## src/rtl/peak_hold_pkg.sv

```systemverilog
package peak_hold_pkg;
    typedef enum logic [1:0] {
        DIR_NONE = 2'd0,
        DIR_UP   = 2'd1,
        DIR_DOWN = 2'd2
    } slope_dir_t;

    typedef enum logic {
        ST_TRACK = 1'b0,
        ST_HOLD  = 1'b1
    } hold_st_t;

    localparam logic MID_A = 1'b0;
endpackage

```

## src/rtl/slope_turn_det.sv

```systemverilog
module slope_turn_det
    import peak_hold_pkg::*;
#(
    parameter int CUR_W = 16
) (
    input  logic             clk,
    input  logic             rst,
    input  logic             stb,
    input  logic [CUR_W-1:0] cur,
    input  logic [CUR_W-1:0] dead_band,
    output logic             turn_max,
    output logic             turn_min
);
    localparam int DW = CUR_W + 1;

    logic [CUR_W-1:0] prev_q;
    slope_dir_t       dir_q;
    slope_dir_t       dir_now;
    logic signed [DW-1:0] slope;
    logic [DW-1:0]    slope_mag;

    // widened difference: cannot wrap
    always_comb begin
        slope     = $signed({cur[CUR_W-1], cur}) - $signed({prev_q[CUR_W-1], prev_q});
        slope_mag = slope[DW-1] ? DW'(-slope) : DW'(slope);
        if (slope_mag > {1'b0, dead_band})
            dir_now = slope[DW-1] ? DIR_DOWN : DIR_UP;
        else
            dir_now = DIR_NONE;
    end

    assign turn_max = (dir_q == DIR_UP)   && (dir_now == DIR_DOWN);
    assign turn_min = (dir_q == DIR_DOWN) && (dir_now == DIR_UP);

    always_ff @(posedge clk) begin
        if (rst) begin
            prev_q <= '0;
            dir_q  <= DIR_NONE;
        end else if (stb) begin
            prev_q <= cur;
            if (dir_now != DIR_NONE)
                dir_q <= dir_now;
        end
    end
endmodule

```

## src/rtl/hold_window_fsm.sv

```systemverilog
module hold_window_fsm
    import peak_hold_pkg::*;
#(
    parameter int HOLD_W = 4
) (
    input  logic              clk,
    input  logic              rst,
    input  logic              stb,
    input  logic              turn,
    input  logic              prop_sel,
    input  logic [HOLD_W-1:0] hold_len,
    output logic              mid_sel,
    output logic              hold_act
);
    hold_st_t          st_q, st_d;
    logic [HOLD_W-1:0] rem_q, rem_d;
    logic              mid_q, mid_d;
    logic              arm;

    assign arm = turn && (hold_len != '0);

    always_comb begin
        st_d  = st_q;
        rem_d = rem_q;
        mid_d = mid_q;
        if (stb) begin
            unique case (st_q)
                ST_TRACK: begin
                    if (arm) begin
                        st_d  = ST_HOLD;
                        rem_d = hold_len - 1'b1;
                    end else begin
                        mid_d = prop_sel;
                    end
                end
                ST_HOLD: begin
                    if (arm) begin
                        rem_d = hold_len - 1'b1;
                    end else if (rem_q == '0) begin
                        st_d  = ST_TRACK;
                        mid_d = prop_sel;
                    end else begin
                        rem_d = rem_q - 1'b1;
                    end
                end
                default: st_d = ST_TRACK;
            endcase
        end
    end

    always_ff @(posedge clk) begin
        if (rst) begin
            st_q  <= ST_TRACK;
            rem_q <= '0;
            mid_q <= MID_A;
        end else begin
            st_q  <= st_d;
            rem_q <= rem_d;
            mid_q <= mid_d;
        end
    end

    always_comb begin
        mid_sel  = mid_q;
        hold_act = (st_q == ST_HOLD);
    end
endmodule

```

## src/rtl/peak_hold_sel.sv

```systemverilog
module peak_hold_sel #(
    parameter int CUR_W  = 16,
    parameter int HOLD_W = 4
) (
    input  logic              clk,
    input  logic              rst,
    input  logic              period_stb,
    input  logic [CUR_W-1:0]  phase_cur,
    input  logic              prop_sel,
    input  logic [CUR_W-1:0]  dead_band,
    input  logic [HOLD_W-1:0] hold_len,
    output logic              mid_sel,
    output logic              hold_act
);
    logic turn_max, turn_min, pk_any;

    slope_turn_det #(.CUR_W(CUR_W)) u_det (
        .clk       (clk),
        .rst       (rst),
        .stb       (period_stb),
        .cur       (phase_cur),
        .dead_band (dead_band),
        .turn_max  (turn_max),
        .turn_min  (turn_min)
    );

    assign pk_any = turn_max | turn_min;

    hold_window_fsm #(.HOLD_W(HOLD_W)) u_fsm (
        .clk      (clk),
        .rst      (rst),
        .stb      (period_stb),
        .turn     (pk_any),
        .prop_sel (prop_sel),
        .hold_len (hold_len),
        .mid_sel  (mid_sel),
        .hold_act (hold_act)
    );
endmodule

```

## config.mk

```make
export PLATFORM = sky130hd
export DESIGN_NAME = peak_hold_sel
export DESIGN_NICKNAME = d
export VERILOG_FILES = /design/src/rtl/peak_hold_pkg.sv /design/src/rtl/slope_turn_det.sv /design/src/rtl/hold_window_fsm.sv /design/src/rtl/peak_hold_sel.sv
export SDC_FILE = /design/constraint.sdc
export NUM_CORES = 1
export LEC_CHECK = 0
export ABC_AREA = 1
export BUFFER_PORTS_ARGS = -buffer_cell sky130_fd_sc_hd__buf_2
export CORE_MARGIN = 2
export CORE_UTILIZATION = 52
export DETAILED_ROUTE_END_ITERATION = 12
export GPL_TIMING_DRIVEN = 0
export PLACE_DENSITY = 0.74
export SYNTH_ARGS = -nofsm -noshare
export SYNTH_HDL_FRONTEND = slang
export SYNTH_SLANG_ARGS = --single-unit
```

## constraint.sdc

```tcl
create_clock -name clk -period 10.1 [get_ports clk]
set_input_delay 1.01 -clock clk [delete_from_list [all_inputs] [get_ports clk]]
set_output_delay 1.01 -clock clk [all_outputs]
set_load 0.01 [all_outputs]
```

==> results.py <==
metrics = {
    "power_and_ir_drop": {
        "power.density_nw_per_um2": 132,
        "vdd.ir_drop.worst_mv": 0.0872,
        "power_leakage_nw": 1.87,
    },
    "detailed_routing": {
        "finalWirelength_mm": 6.07,
        "detail_route.drc_violations": 0,
        "routed_vias": 2881,
        "ant_nets": 0,
        "initialDrtViolationCount": 89,
        "drt_pass1_iterations": 4,
        "viasPerCell": 4.82,
        "wire_length_per_cell_um": 10.2,
    },
    "sta": {
        "grt_setup_unrepaired": "no",
        "worstMarginPinSlew_ns": 0.512,
        "report.final.setup_viol": 0,
        "max_slew_margin": 0.655,
        "finalSetupTns_ns": 0,
        "fmax_mhz": 221,
        "fin_skew_ns": 0.00562,
        "layout_worst_path_cycle_share": 0.448,
        "finalWorstPathRequiredPeriod_ns": 4.53,
        "final_hold_viol_count": 0,
        "final-max-slew-violation-count": 0,
    },
    "place": {
        "hpwlAfterDp_mm": 5.10,
        "place_area_um2": 3190,
        "port-buffer-count": 40,
        "finalWeightedCongestion": 0.862,
    },
    "clock_tree": {
        "htree_levels": 1,
        "clock-root-buffer": "sky130_fd_sc_hd__clkbuf_8",
        "cts_num_sinks": 24,
        "cts_tree": "yes",
        "clkSlewWorstSetupHoldPaths_ns": 0.09,
        "cts_repair_resize_count": 0,
        "post_cts_buffers": 0,
        "holdBufCountCts": 0,
        "ctsLongestPathBuffers": 2,
        "clock_latency_ns": 0.27,
        "number_of_cts_inserted_buffers": 3,
    },
    "setup_path": {
        "timing.critical_path.to": "u_fsm.mid_sel$_SDFFE_PP0P_",
        "crit_required_ns": 10.27,
        "timing.critical_path.slowest_cell_delay_ns": 0.40,
        "crit_path_start_kind": "input port",
        "worstPathArrival_ns": 4.70,
        "ff2ff_setup_slack_ns": 6.13,
        "kind_of_capture_point_of_the_worst_setup_path": "register",
        "critical_path.slowest_cell": "sky130_fd_sc_hd__fa_1",
        "crit_reg_reg_startpoint": "u_det.prev_q[0]$_SDFFE_PP0P_",
        "regToRegEndpoint": "u_fsm.mid_sel$_SDFFE_PP0P_",
        "worstRegToRegCells": 30,
        "timing_worst_setup_path_type": "in2reg",
        "crit_path_launch": "phase_cur[0]",
        "crit_path_frequent_cell": "sky130_fd_sc_hd__nand2_1",
        "worstPathMaxFanout": 8,
    },
    "cells_and_area": {
        "drive_above_1_share": 0.127,
        "layout_fillers": 540,
        "area_delta_synth_final_pct": 12.5,
        "stdcell_area_um2": 3260,
        "area_of_the_multi_input_gates_um2": 1990,
        "number_of_diodes_added_for_antenna_fixing": 0,
        "fin_nets": 604,
        "layout.area.seq_um2": 480,
    },
    "die": {
        "core_ar_um2": 5440,
        "std_cell_rows": 27,
        "floorplan.initialDensity": 0.534,
        "ios": 42,
        "dieWidth_um": 78.7,
        "dieArea_um2": 6200,
        "die_height_um": 78.7,
    },
    "global_route": {
        "global_route.usage.total": 0.196,
        "grt_pass1_wl_mm": 10.1,
        "largest_net_degree_at_the_start_of_global_routing": 15,
        "grt_remaining_overflow": 0,
        "via_count_of_the_first_global_routing_pass": 2397,
        "initial_antenna_violation_count": 0,
    },
    "synth": {
        "synth-simple-area-share": 0.323,
        "synth_top_family_by_area": "simple AND/OR/NAND/NOR gates",
        "yosys.area_share.xor_xnor": 0.0634,
        "share_of_synthesized_cell_area_in_full_adder_half_adder_and_majority_cells": 0.162,
        "ys.warnings.count": 0,
        "ys_seq_area_frac": 0.166,
        "count_of_different_cell_masters_after_synthesis": 34,
        "yosys_register_bits": 24,
        "synth-compound-area-share": 0.137,
        "syn_area_um2": 2900,
        "syn_inst": 482,
        "average_size_of_a_mapped_cell_um2": 6.02,
        "post_synth_mux_area_share": 0,
        "synthesis.nets": 559,
    },
    "flow_run": {
        "max-cap-violations": 0,
    },
    "status": {
        "run_status": "complete, no violations",
    },
    "hold_path": {
        "hold_path.class": "reg2reg",
    },
}
-- report_power, final --
part	total [mW]	internal (mW)	switching (mW)
Clock	0.0852	0.0530	0.0321
Sequential	0.107	0.103	0.00380
Combinational	0.239	0.0943	0.145
-- worst min-delay path by stage --
stage | cells after the start | from | to | slack, ns
floorplan | 2 | u_det.prev_q[10]$_SDFFE_PP0P_ | u_det.prev_q[10]$_SDFFE_PP0P_ | 0.44
global placement | 2 | u_fsm.mid_sel$_SDFFE_PP0P_ | u_fsm.mid_sel$_SDFFE_PP0P_ | 0.43
detailed placement | 2 | u_fsm.mid_sel$_SDFFE_PP0P_ | u_fsm.mid_sel$_SDFFE_PP0P_ | 0.45
CTS | 2 | u_fsm.mid_sel$_SDFFE_PP0P_ | u_fsm.mid_sel$_SDFFE_PP0P_ | 0.46
global route | 2 | u_fsm.mid_sel$_SDFFE_PP0P_ | u_fsm.mid_sel$_SDFFE_PP0P_ | 0.49
finish | 2 | u_fsm.mid_sel$_SDFFE_PP0P_ | u_fsm.mid_sel$_SDFFE_PP0P_ | 0.45
-- cells by family after synthesis --
logic type / count (synthesis)
compound gates: 70
fa+ha+maj: 37
simple gates: 218
xor+xnor: 21
buf+inv: 112
flops: 24
-- sequential cells by signal, summed over array words and instances (netlist names) --
name and flops:
u_fsm.mid_sel 1, u_det.prev_q 16, u_det.dir_q 2, u_fsm.rem_q 4, u_fsm.hold_act 1
-- metal layers --
layer / vias up / wire (um) / GRT usage
li1: 1596 / - / -
met1: 1226 / 3130 / 0.273
met2: 54 / 2650 / 0.331
met3: 5 / 234 / 0.0205
met4: 0 / 54 / 0.0368
met5: - / 0 / 0
-- critical path: cells and delay by family --
kind | cells | cell delay (ns)
adders and majority gates | 3 | 0.89
and+or+nand+nor | 21 | 2.00
buffers and inverters | 4 | 0.27
xor gates and xnor gates | 1 | 0.13
AOI/OAI and AO/OA | 3 | 0.41
-- through the flow --
| stage | total power, mW | hold slack, ns | cells | setup slack [ns] | util |
|---|---|---|---|---|---|
| floorplan | 0.298 | 0.437 | 482 | 5.81 | - |
| global placement | 0.341 | 0.431 | 594 | 5.30 | 0.587 |
| detailed placement | 0.349 | 0.448 | 594 | 5.24 | 0.587 |
| CTS | 0.435 | 0.462 | 598 | 5.53 | 0.600 |
| global route | 0.475 | 0.487 | 598 | 5.17 | 0.600 |
| finish | 0.431 | 0.453 | 598 | 5.57 | 0.600 |
-- cell type report --
type | instances | share of cell area
buffer | 7 | 0.0119
timing repair buffer | 40 | 0.0613
multi-input combinational | 346 | 0.609
tap | 72 | 0.0276
sequential | 24 | 0.147
clock inverter | 1 | 0.00920
inverter | 105 | 0.121
clock buffer | 3 | 0.0126
-- synth_stat cells, drive strengths merged --
cell / n / share of area
nand2: 136 / 0.18
inv: 105 / 0.14
a21oi: 38 / 0.072
nor2: 37 / 0.050
ha: 36 / 0.16
nand3: 30 / 0.055
o21ai: 25 / 0.043
dfxtp: 24 / 0.17
xor2: 13 / 0.039
xnor2: 8 / 0.024
nand4: 6 / 0.013
clkbuf: 4 / 0.0052
nor3: 4 / 0.010
buf: 3 / 0.0082
a211oi: 2 / 0.0052
a31oi: 2 / 0.0043
nand3b: 2 / 0.0052
a22oi: 1 / 0.0073
and2: 1 / 0.0022
fa: 1 / 0.0069
nor3b: 1 / 0.0026
o211ai: 1 / 0.0026
o21bai: 1 / 0.0026
or2: 1 / 0.0022
-- layout by cell type (no fill, tap or decap), types with 3 or more instances in the layout --
cell	synthesis	layout
sky130_fd_sc_hd__nor2_1	34	34
sky130_fd_sc_hd__inv_2	3	3
sky130_fd_sc_hd__inv_1	102	102
sky130_fd_sc_hd__clkbuf_8	0	3
sky130_fd_sc_hd__nand2_2	4	4
sky130_fd_sc_hd__nand4_1	6	6
sky130_fd_sc_hd__ha_1	36	36
sky130_fd_sc_hd__clkbuf_1	4	4
sky130_fd_sc_hd__a21oi_1	35	35
sky130_fd_sc_hd__dfxtp_1	24	24
sky130_fd_sc_hd__xnor2_1	8	8
sky130_fd_sc_hd__nor2_2	3	3
sky130_fd_sc_hd__nand3_1	28	28
sky130_fd_sc_hd__o21ai_0	25	25
sky130_fd_sc_hd__buf_2	1	41
sky130_fd_sc_hd__nand2_1	131	131
sky130_fd_sc_hd__xor2_1	13	13
Power figures use the tool's default switching activity.
